$ cat config.mk
export PLATFORM = sky130hd
export DESIGN_NAME = casc_ctl_port
export DESIGN_NICKNAME = d
export VERILOG_FILES = /design/src/rtl/casc_ctl_pkg.sv /design/src/rtl/casc_sync.sv /design/src/rtl/casc_edge.sv /design/src/rtl/casc_shift_engine.sv /design/src/rtl/casc_ctl_port.sv
export SDC_FILE = /design/constraint.sdc
export NUM_CORES = 1
export LEC_CHECK = 0
export ABC_AREA = 1
export CAP_MARGIN = 30
export CORE_MARGIN = 2
export CORE_UTILIZATION = 40
export CTS_CLUSTER_DIAMETER = 200
export DETAILED_ROUTE_END_ITERATION = 7
export PLACE_DENSITY = 0.78
export SLEW_MARGIN = 20
export SYNTH_ARGS = -nofsm -noshare
export SYNTH_HDL_FRONTEND = slang
export SYNTH_SLANG_ARGS = --single-unit
$ cat constraint.sdc
create_clock -name clk -period 1.3 [get_ports clk]
set_clock_uncertainty 0.2 [all_clocks]
set_input_delay 0.13 -clock clk [delete_from_list [all_inputs] [get_ports clk]]
set_output_delay 0.13 -clock clk [all_outputs]
set_load 0.1 [all_outputs]
$ cat src/rtl/casc_ctl_pkg.sv
package casc_ctl_pkg;
  typedef enum logic {
    PORT_IDLE = 1'b0,
    PORT_SEL  = 1'b1
  } port_state_e;

  localparam int unsigned DEF_CHANNELS    = 4;
  localparam int unsigned DEF_SYNC_STAGES = 2;
endpackage

$ cat src/rtl/casc_sync.sv
module casc_sync #(
  parameter int unsigned WIDTH  = 1,
  parameter int unsigned STAGES = 2,
  parameter logic [WIDTH-1:0] RST_VAL = '0
) (
  input  logic             clk,
  input  logic             rst_n,
  input  logic [WIDTH-1:0] async_i,
  output logic [WIDTH-1:0] sync_o
);
  logic [WIDTH-1:0] chain_q [STAGES];

  generate
    for (genvar s = 0; s < STAGES; s++) begin : g_stage
      if (s == 0) begin : g_first
        always_ff @(posedge clk or negedge rst_n) begin
          if (!rst_n) chain_q[s] <= RST_VAL;
          else        chain_q[s] <= async_i;
        end
      end else begin : g_next
        always_ff @(posedge clk or negedge rst_n) begin
          if (!rst_n) chain_q[s] <= RST_VAL;
          else        chain_q[s] <= chain_q[s-1];
        end
      end
    end
  endgenerate

  assign sync_o = chain_q[STAGES-1];
endmodule

$ cat src/rtl/casc_edge.sv
module casc_edge #(
  parameter logic RST_VAL = 1'b0
) (
  input  logic clk,
  input  logic rst_n,
  input  logic lvl_i,
  output logic rise_o,
  output logic fall_o
);
  logic prev_q;

  always_ff @(posedge clk or negedge rst_n) begin
    if (!rst_n) prev_q <= RST_VAL;
    else        prev_q <= lvl_i;
  end

  assign rise_o = lvl_i & ~prev_q;
  assign fall_o = ~lvl_i & prev_q;
endmodule

$ cat src/rtl/casc_shift_engine.sv
module casc_shift_engine
  import casc_ctl_pkg::*;
#(
  parameter int unsigned NCH = 4
) (
  input  logic           clk,
  input  logic           rst_n,
  input  logic           sel_fall_i,
  input  logic           sel_rise_i,
  input  logic           sck_rise_i,
  input  logic           sck_fall_i,
  input  logic           sdi_i,
  input  logic [NCH-1:0] fault_i,
  output logic           sdo_o,
  output logic           sdo_oe_o,
  output logic [NCH-1:0] ctrl_o
);
  localparam int unsigned MSB = NCH - 1;

  port_state_e    state_q;
  logic [NCH-1:0] sr_q;
  logic [NCH-1:0] ctrl_q;
  logic           sdo_q;

  always_ff @(posedge clk or negedge rst_n) begin
    if (!rst_n) begin
      state_q <= PORT_IDLE;
      sr_q    <= '0;
      ctrl_q  <= '0;
      sdo_q   <= 1'b0;
    end else begin
      unique case (state_q)
        PORT_IDLE: begin
          if (sel_fall_i) begin
            sr_q    <= fault_i;
            sdo_q   <= fault_i[MSB];
            state_q <= PORT_SEL;
          end
        end
        PORT_SEL: begin
          if (sel_rise_i) begin
            ctrl_q  <= sr_q;
            sr_q    <= '0;
            state_q <= PORT_IDLE;
          end else begin
            if (sck_rise_i) sr_q  <= {sr_q[MSB-1:0], sdi_i};
            if (sck_fall_i) sdo_q <= sr_q[MSB];
          end
        end
        default: state_q <= PORT_IDLE;
      endcase
    end
  end

  assign sdo_o    = sdo_q;
  assign sdo_oe_o = (state_q == PORT_SEL);
  assign ctrl_o   = ctrl_q;

  AST_SNAPSHOT_MSB: assert property (@(posedge clk) disable iff (!rst_n)
    (state_q == PORT_IDLE && sel_fall_i) |=> (sdo_oe_o && sdo_q == $past(fault_i[MSB])));
  AST_SHIFT_LSB: assert property (@(posedge clk) disable iff (!rst_n)
    (state_q == PORT_SEL && sck_rise_i && !sel_rise_i) |=> (sr_q[0] == $past(sdi_i)));
  AST_SDO_QUIET: assert property (@(posedge clk) disable iff (!rst_n)
    (state_q == PORT_SEL && !sck_fall_i) |=> $stable(sdo_q));
  AST_COMMIT: assert property (@(posedge clk) disable iff (!rst_n)
    (state_q == PORT_SEL && sel_rise_i) |=> (ctrl_q == $past(sr_q) && !sdo_oe_o));
  AST_CTRL_HOLD: assert property (@(posedge clk) disable iff (!rst_n)
    !(state_q == PORT_SEL && sel_rise_i) |=> $stable(ctrl_q));
  AST_RESET_CLEAR: assert property (@(posedge clk)
    $rose(rst_n) |-> (ctrl_q == '0 && !sdo_oe_o));
endmodule

$ cat src/rtl/casc_ctl_port.sv
module casc_ctl_port
  import casc_ctl_pkg::*;
#(
  parameter int unsigned NCH         = DEF_CHANNELS,
  parameter int unsigned SYNC_STAGES = DEF_SYNC_STAGES
) (
  input  logic           clk,
  input  logic           rst_n,
  input  logic           sel_n_pin,
  input  logic           sck_pin,
  input  logic           sdi_pin,
  input  logic [NCH-1:0] fault_lvl_i,
  input  logic [NCH-1:0] par_on_i,
  output logic           sdo_o,
  output logic           sdo_oe_o,
  output logic [NCH-1:0] ctrl_o,
  output logic [NCH-1:0] gate_on_o
);
  localparam int unsigned PIN_W = 3;

  logic [PIN_W-1:0] pins_s;
  logic [NCH-1:0]   fault_s;
  logic sel_rise, sel_fall, sck_rise, sck_fall;
  logic sdo_raw, oe;

  casc_sync #(.WIDTH(PIN_W), .STAGES(SYNC_STAGES), .RST_VAL(3'b100)) u_pin_sync (
    .clk(clk), .rst_n(rst_n),
    .async_i({sel_n_pin, sck_pin, sdi_pin}),
    .sync_o(pins_s)
  );

  casc_sync #(.WIDTH(NCH), .STAGES(SYNC_STAGES), .RST_VAL('0)) u_fault_sync (
    .clk(clk), .rst_n(rst_n),
    .async_i(fault_lvl_i),
    .sync_o(fault_s)
  );

  casc_edge #(.RST_VAL(1'b1)) u_sel_edge (
    .clk(clk), .rst_n(rst_n), .lvl_i(pins_s[2]),
    .rise_o(sel_rise), .fall_o(sel_fall)
  );

  casc_edge #(.RST_VAL(1'b0)) u_sck_edge (
    .clk(clk), .rst_n(rst_n), .lvl_i(pins_s[1]),
    .rise_o(sck_rise), .fall_o(sck_fall)
  );

  casc_shift_engine #(.NCH(NCH)) u_engine (
    .clk(clk), .rst_n(rst_n),
    .sel_fall_i(sel_fall), .sel_rise_i(sel_rise),
    .sck_rise_i(sck_rise), .sck_fall_i(sck_fall),
    .sdi_i(pins_s[0]), .fault_i(fault_s),
    .sdo_o(sdo_raw), .sdo_oe_o(oe), .ctrl_o(ctrl_o)
  );

  assign sdo_oe_o = oe;
  assign sdo_o    = oe ? sdo_raw : 1'b0;

  generate
    for (genvar k = 0; k < NCH; k++) begin : g_gate
      assign gate_on_o[k] = ctrl_o[k] | par_on_i[k];
    end
  endgenerate

  AST_OE_DESELECTED: assert property (@(posedge clk) disable iff (!rst_n)
    (pins_s[2] && $past(pins_s[2]) && !sel_fall) |=> !sdo_oe_o);
endmodule

# Word level (Yosys, flattened, before mapping)
# Index checks and enable logic that the tools add are counted.
[classes]
n_addsub = 0
n_mul = 0
div_mod_pow = 0
n_lt_le_gt_ge = 0
n_eq_ne = 4
shifts = 0
mux = 12
bitwise_logic = 13
reduce_logical = 3
[ops]
columns = ["op", "n"]
rows = [
  ["$mux 4", 3],
  ["$pmux 4 s2", 1],
  ["$mux 1", 6],
  ["$ne 2x2->1 const B", 3],
  ["$not 1->1", 5],
  ["$and 1x1->1", 4],
  ["$or 1x1->1", 4],
  ["$pmux 1 s2", 2],
  ["$reduce_and 2->1", 2],
  ["$ne 3x3->1 const B", 1],
  ["$reduce_and 3->1", 1],
]
[totals]
regBits = 26
latchBits = 0
mem_bits_rw = 0
rom_bits = 0
inputBits = 13
output_inout_bits = 10
memories = 0

# Longest topological paths before layout
# Gate-level depths: netlist (run 1).
[depth]
depth_word = 5
mapped_depth = 6

# Hierarchy
# A second synthesis (run 1) with hierarchy kept.
[hier_totals]
hier_cells = 109
hier_area_um2 = 1027.2
[by_module_without_submodules]
columns = ["module", "instances", "cells_per_inst", "area_each_um2", "seq_area_each_um2"]
rows = [
  ["casc_shift_engine", 1, 64, 488.0, 250.2],
  ["casc_sync (u_fault_sync)", 1, 12, 230.2, 200.2],
  ["casc_sync (u_pin_sync)", 1, 9, 175.2, 152.6],
  ["casc_ctl_port", 1, 14, 52.6, 0.0],
  ["casc_edge (u_sel_edge)", 1, 5, 41.3, 26.3],
  ["casc_edge (u_sck_edge)", 1, 5, 40.0, 25.0],
]

# Worst setup path after synthesis (run 1)
# Ideal clock, no wire load.
[synth_timing]
path_type = "flip-flop to output port"
startpoint = "register u_engine.state_q, in the netlist u_engine.sdo_oe_o"
endpoint = "output sdo_o"
arrival_ps = 1861
slack_ps = -891
path_stages_with_launch = 4
path_buffers = 1
cell_sequence = "dfrtp_1 > buf_6 > nand2_1 > inv_1"
[synth_via]
elab_chain_cells = 1
[synth_lines]
columns = ["item", "line", "text"]
rows = [
  ["from (decl)", "casc_shift_engine.sv:20", "port_state_e state_q;"],
  ["from (signal assigned)", "casc_shift_engine.sv:27", "state_q <= PORT_IDLE;"],
  ["from (signal assigned)", "casc_shift_engine.sv:37", "state_q <= PORT_SEL;"],
  ["from (signal assigned)", "casc_shift_engine.sv:44", "state_q <= PORT_IDLE;"],
  ["$mux 1", "casc_ctl_port.sv:57", "assign sdo_o = oe ? sdo_raw : 1'b0;"],
  ["to (decl)", "casc_ctl_port.sv:14", "output logic sdo_o,"],
]
# No other way between the ends.

# Worst setup path in the final report (run 1)
[layout_timing]
startpoint = "register u_engine.ctrl_q[2], in the netlist u_engine.ctrl_o[2]"
endpoint = "output gate_on_o[2]"
[layout_via]
elab_chain_cells = 1
[layout_lines]
columns = ["item", "line", "text"]
rows = [
  ["from (decl)", "casc_shift_engine.sv:22", "logic [NCH-1:0] ctrl_q;"],
  ["from (signal assigned)", "casc_shift_engine.sv:42", "ctrl_q <= sr_q;"],
  ["$or 1x1->1", "casc_ctl_port.sv:61", "assign gate_on_o[k] = ctrl_o[k] | par_on_i[k];"],
  ["to (decl)", "casc_ctl_port.sv:17", "output logic [NCH-1:0] gate_on_o"],
]
# No other way between the ends.

==> run_results.csv, run 1 <==
group,metric,value,unit
critical_path,slowest_stage,"dfrtp_4",
logic_synthesis,yosys_warnings,0,
critical_path,critPathCaptureType,"output port",
routing,dr.pass1.iters,4,
floorplanning,initial_utilization,42.7,%
worst_hold_path,hp-class,"input pin to flip-flop",
logic_synthesis,syn_nets,101,
placement,gp_congestion,0.766,
clock_network,cts_tree,"yes",
layout,n_fill_cell,168,
floorplanning,rows,17,
logic_synthesis,yosys-top-cells-count,"nand2_1 (29), dfrtp_1 (23), nand3_1 (13)",
logic_synthesis,ys.flop_type,"dfrtp_1",
timing,report.final.slew_viol_count,0,
placement,numPortBuffers,22,
timing,worst_pin_slew,0.201,ns
logic_synthesis,syn_area,963,sq um
critical_path,reg2reg_depth,7,
layout,final_cells,154,
worst_hold_path,min_path_cells,1,
floorplanning,dieHeight,53.1,microns
floorplanning,ios,23,
power,peakVddDrop,1.21,mV
logic_synthesis,synth_area_leaders,"dfrtp_1 (60%), nand2_1 (11%), dfstp_2 (8.2%)",
routing,drcViolationCount,0,
logic_synthesis,yosysTopAreaCell,"dfrtp_1",
logic_synthesis,synth_edf_count,0,
layout,diodes,0,
placement,place_hpwl,1290,microns
routing,wl_per_cell,12.4,microns
timing,rsz0062_at_grt,"true",
routing,detail-route-antenna-nets,0,
layout,area_growth,71.3,%
routing,routed-via-count,743,
logic_synthesis,synth.distinct_cells,15,
power,leakagePower,0.754,nW
floorplanning,die-area,2820,sq um
logic_synthesis,syn_avg_cell_area,10.9,sq um
logic_synthesis,yosysSeqAreaShare,67.9,%
critical_path,required,0.97,ns
clock_network,clk_path_buf_depth,2,
critical_path,reg2reg_from,"u_engine.sdo_oe_o",
global_route,grt_pass1_wl,3060,microns
critical_path,worstPathBufferInverterCount,1,
global_route,grt_use_total,15.0,%
critical_path,timing.rr.end,"u_engine.sr_q[2]",
clock_network,clock-sinks,26,
logic_synthesis,syn_inst,88,
critical_path,critPathKind,"flip-flop to output port",
global_route,globalRoute.totalOverflow,0,
timing,layout_setup_ws,-0.230,ns
run_status,status,"complete, but fails checks",
layout,fin_util,73.2,%
timing,finalCritPeriodShare,118,%
critical_path,critPathLaunchType,"flip-flop",
clock_network,clk_latency,0.30,ns
critical_path,cpPeakStageDelay,0.49,ns
critical_path,reg2reg_setup_slack,-0.09,ns
run_status,violations,"setup timing",
timing,fin_crit,1.53,ns
logic_synthesis,yosysMostFrequentCell,"nand2_1",
floorplanning,fp.dieW,53.1,microns
critical_path,path_max_fanout,2,
global_route,grt_antenna_before_repair,0,
floorplanning,core,2250,sq um
routing,via_per_inst,4.82,
placement,pre_cts_ws,-0.0295,ns
timing,relSlewSlack,86.5,%
global_route,grt_pass1_vias,789,
worst_hold_path,hold_path_startpoint,"sel_n_pin",
timing,whs,0.0296,ns
clock_network,cts_made_buffers,3,
critical_path,cp_top_family,"flip-flops",
clock_network,cts.clk_slew.worst_paths,0.12,ns
worst_hold_path,holdPathEnd,"u_pin_sync.chain_q[5]",
clock_network,htree_levels,1,
layout,layout-drive-gt1-share,54.0,%
critical_path,cp_cell_sequence,"or2_4, buf_12",
layout,finalNetCount,140,
timing,clock.fmax,654,MHz
timing,tns,-2.19,ns
flow_run,maxCapViolCount,0,
placement,dpl_cell_area,1400,sq um
placement,placed_cells,140,
timing,finalSetupViolations,18,
timing,hold_viol,0,
routing,wl,1910,microns
logic_synthesis,synth.ff_latch_count,26,
power,finalPower,2.74,mW
clock_network,cts-root-buf,"clkbuf_4",
power,powerDensity,1660,nW/um^2
logic_synthesis,synth_top_area_share,59.7,%
routing,first_iter_violations,10,
critical_path,worstPathArrival,1.20,ns
layout,design_area,1650,sq um
logic_synthesis,synth_async_sr_flop_share,100,%
global_route,grt_max_degree,27,
-- power breakdown --
part | total (mW) | switching [mW] | internal, mW
combinational | 1.39 | 0.828 | 0.558
clock | 0.320 | 0.200 | 0.119
sequential | 1.03 | 0.0846 | 0.946
-- worst register-to-register path, stage by stage (launching register included) --
cell and delay, ns:
dfrtp_4 0.52, buf_12 0.15, buf_12 0.13, clkinv_8 0.07, nand2_8 0.07, nand2_4 0.09, nand2_1 0.05, nand2_1 0.06
-- cells by family after synthesis --
group / share of synthesized area, %
DFF: 67.9
and+or+nand+nor: 26.1
buffers and inverters: 3.51
AOI/OAI and AO/OA: 2.47
-- how the worst max path moves through the flow --
stage,start,to,depth (start not counted)
detailed placement,u_pin_sync.sync_o[2],u_engine.sr_q[2],5
global route,u_engine.ctrl_o[0],gate_on_o[0],2
floorplan,u_engine.sdo_oe_o,sdo_o,3
global placement,u_pin_sync.sync_o[2],u_engine.ctrl_o[3],5
CTS,u_engine.ctrl_o[0],gate_on_o[0],2
finish,u_engine.ctrl_o[2],gate_on_o[2],2
-- flip-flops by register name, indices dropped and copies added (netlist names) --
register / count
u_fault_sync.chain_q: 4
u_engine.sdo_o: 1
u_fault_sync.sync_o: 4
u_sck_edge.prev_q: 1
u_pin_sync.sync_o: 3
u_engine.sr_q: 4
u_pin_sync.chain_q: 3
u_engine.ctrl_o: 4
u_engine.sdo_oe_o: 1
u_sel_edge.prev_q: 1
-- layer usage --
metal	GRT usage, %	wire (microns)	vias to the layer above
met4	4.27	0	0
met5	0	0	-
met1	14.3	682	359
met2	31.7	1120	24
met3	2.26	110	0
li1	-	-	360
-- final cells by class --
class / instances / area (sq um) / share of cell area [%]
tap: 28 / 35.0 / 2.12
clock buffer: 4 / 26.3 / 1.59
inverter: 6 / 38.8 / 2.35
multi-input combinational: 55 / 395 / 24.0
sequential: 26 / 673 / 40.8
timing repair buffer: 35 / 482 / 29.2
-- what timing repair did --
action,CTS,global route
gates resized for setup,11,23
buffers inserted,6,3
pin swaps,0,12
hold buffers,1,0
hold endpoints to repair,23,0
endpoints found under the setup margin,18,19
-- layout by cell type (no fill, tap or decap), drive strengths merged --
cell,n
nand3,14
clkinv,1
o21ai,3
dfstp,3
clkinvlp,1
or2,4
a21oi,1
buf,22
dfrtp,23
dlygate4sd3,1
clkbuf,4
inv,4
nand2,32
nor2,1
clkdlybuf4s50,12
(Power assumes the default switching activity.)
==> run 2: changes to the inputs <==
CORE_ASPECT_RATIO = 1.25   (was not set)
==> run 2 against run 1 <==
The run still ends with setup timing left. Routed wire length grew 3.1%. Via count is 1.2% higher. Hold slack lost 0.014 ns. Largest power group unchanged. Sequential cell count did not move. Combinational power is 4% lower. Global-route usage decreased by 0.62 points. First-iteration DRC count up 50%. Die area about the same. Register-to-register slack about the same. Critical path depth unchanged. Largest cell class unchanged. Final area fell by 2.9%. Power fell by 0.64%.
==> run_results.csv, run 2 (synthesis gave the netlist of run 1 again) <==
group,metric,value,unit
placement,gp_congestion,0.809,
power,p_clk_share,12.4,%
timing,tns,-2.14,ns
timing,clock.fmax,646,MHz
timing,rsz0062_at_grt,"true",
clock_network,cts-root-buf,"clkbuf_4",
layout,area_growth,66.4,%
timing,worst_pin_slew,0.178,ns
routing,detail-route-antenna-nets,0,
global_route,grt_use_total,14.4,%
power,p_sw_share,41.0,%
routing,first_iter_violations,15,
power,seqPwrFrac,38.1,%
clock_network,htree_levels,1,
placement,numPortBuffers,22,
global_route,grt_max_degree,27,
layout,diodes,0,
clock_network,clock-sinks,26,
clock_network,cts_made_buffers,3,
critical_path,path_max_fanout,2,
floorplanning,rows,19,
critical_path,reg2reg_depth,6,
timing,whs,0.0156,ns
routing,wl_per_cell,12.6,microns
critical_path,critPathKind,"flip-flop to output port",
critical_path,required,0.97,ns
power,leakagePower,0.736,nW
routing,dr.pass1.iters,4,
routing,wl,1970,microns
critical_path,critPathLaunchType,"flip-flop",
floorplanning,fp.dieW,47.9,microns
power,peakVddDrop,1.20,mV
timing,report.final.slew_viol_count,0,
floorplanning,core,2230,sq um
layout,final_cell_mix,"nand2_1 (21), dfrtp_1 (18), clkdlybuf4s50_1 (12), buf_12 (12), nand3_2 (9)",
critical_path,timing.rr.end,"u_engine.sr_q[0]",
layout,layout-drive-gt1-share,50.4,%
clock_network,cts.clk_slew.worst_paths,0.13,ns
global_route,globalRoute.totalOverflow,0,
timing,hold_viol,0,
critical_path,worstPathArrival,1.22,ns
routing,via_per_inst,4.82,
global_route,grt_pass1_vias,717,
clock_network,clk_latency,0.31,ns
global_route,grt_pass1_wl,2870,microns
critical_path,reg2reg_setup_slack,-0.08,ns
timing,fin_crit,1.55,ns
timing,finalCritPeriodShare,119,%
worst_hold_path,hp-class,"input pin to flip-flop",
layout,fin_util,71.7,%
power,p_sw,1.12,mW
floorplanning,dieHeight,58.9,microns
power,internal_power,1.60,mW
flow_run,maxCapViolCount,0,
floorplanning,initial_utilization,43.1,%
floorplanning,ios,23,
global_route,grt_antenna_before_repair,0,
floorplanning,die-area,2820,sq um
layout,finalNetCount,139,
routing,routed-via-count,752,
timing,layout_setup_ws,-0.248,ns
worst_hold_path,holdPathEnd,"u_pin_sync.chain_q[5]",
worst_hold_path,hold_path_startpoint,"sel_n_pin",
critical_path,reg2reg_from,"u_engine.sdo_oe_o",
run_status,status,"complete, but fails checks",
critical_path,critPathCaptureType,"output port",
routing,drcViolationCount,0,
power,powerDensity,1700,nW/um^2
clock_network,cts_tree,"yes",
layout,final_common_cell,"nand2_1",
timing,finalSetupViolations,19,
worst_hold_path,min_path_cells,1,
placement,place_hpwl,1370,microns
timing,relSlewSlack,88.1,%
power,finalPower,2.72,mW
clock_network,clk_path_buf_depth,2,
run_status,violations,"setup timing",
power,p_comb_share,49.5,%
==> run 2: cell count changes in the layout (fill, tap and decap cells not counted), sizes merged <==
| cell | delta |
|---|---|
| clkinv | -1 |
| inv | +1 |
| buf | -1 |
==> run 2: cell type report <==
class	instances	area (sq um)
Sequential cell	26	673
Fill cell	171	632
Timing Repair Buffer	34	460
Multi-Input combinational cell	55	370
Tap cell	31	38.8
Inverter	6	33.8
Clock buffer	4	26.3
==> run 2: repair_timing <==
item,CTS,global route
hold endpoints to repair,23,0
hold buffers,1,0
resized for setup,15,15
pin swaps,5,7
endpoints found under the setup margin,19,19
setup buffers,6,0
==> run 2: worst max-delay path by stage <==
stage / startpoint / to / slack [ns] / cells past startpoint
detailed placement: u_pin_sync.sync_o[2] / u_engine.sr_q[1] / -0.03 / 6
global route: u_engine.ctrl_o[0] / gate_on_o[0] / -0.29 / 2
CTS: u_engine.ctrl_o[2] / gate_on_o[2] / -0.26 / 2
floorplan: u_engine.sdo_oe_o / sdo_o / -0.30 / 3
global placement: u_pin_sync.sync_o[2] / u_engine.ctrl_o[3] / -0.001 / 5
finish: u_engine.ctrl_o[2] / gate_on_o[2] / -0.25 / 2
==> run 2: power by group through the flow <==
stage / registers, mW / clock network, mW / logic (mW)
global placement: 1.06 / 0 / 1.16
detailed placement: 1.06 / 0 / 1.18
finish: 1.04 / 0.337 / 1.34
global route: 1.05 / 0.379 / 1.41
floorplan: 1.35 / 0 / 0.420
CTS: 1.02 / 0.354 / 1.32
==> run 2: per-stage QoR <==
stage	instance area [sq um]	cells	worst slack, ns
6_report	1600	156	-0.248
5_1_grt	1600	156	-0.289
4_1_cts	1550	156	-0.263
3_5_place_dp	1410	145	-0.0328
3_3_place_gp	1410	145	-0.00125
2_1_floorplan	1000	88	-0.298
==> run 2: per-layer routing <==
| metal | up-vias | GRT usage (%) | share of wire [%] |
|---|---|---|---|
| li1 | 349 | - | - |
| met1 | 369 | 14.6 | 34 |
| met2 | 32 | 27.4 | 60 |
| met3 | 2 | 2.45 | 5.7 |
| met4 | 0 | 5.02 | 0.41 |
| met5 | - | 0 | 0 |
==> run 2: worst max-delay path: stages, from the launching register on <==
cell,delay (ns)
dfrtp_4,0.50
or2_4,0.24
buf_12,0.16
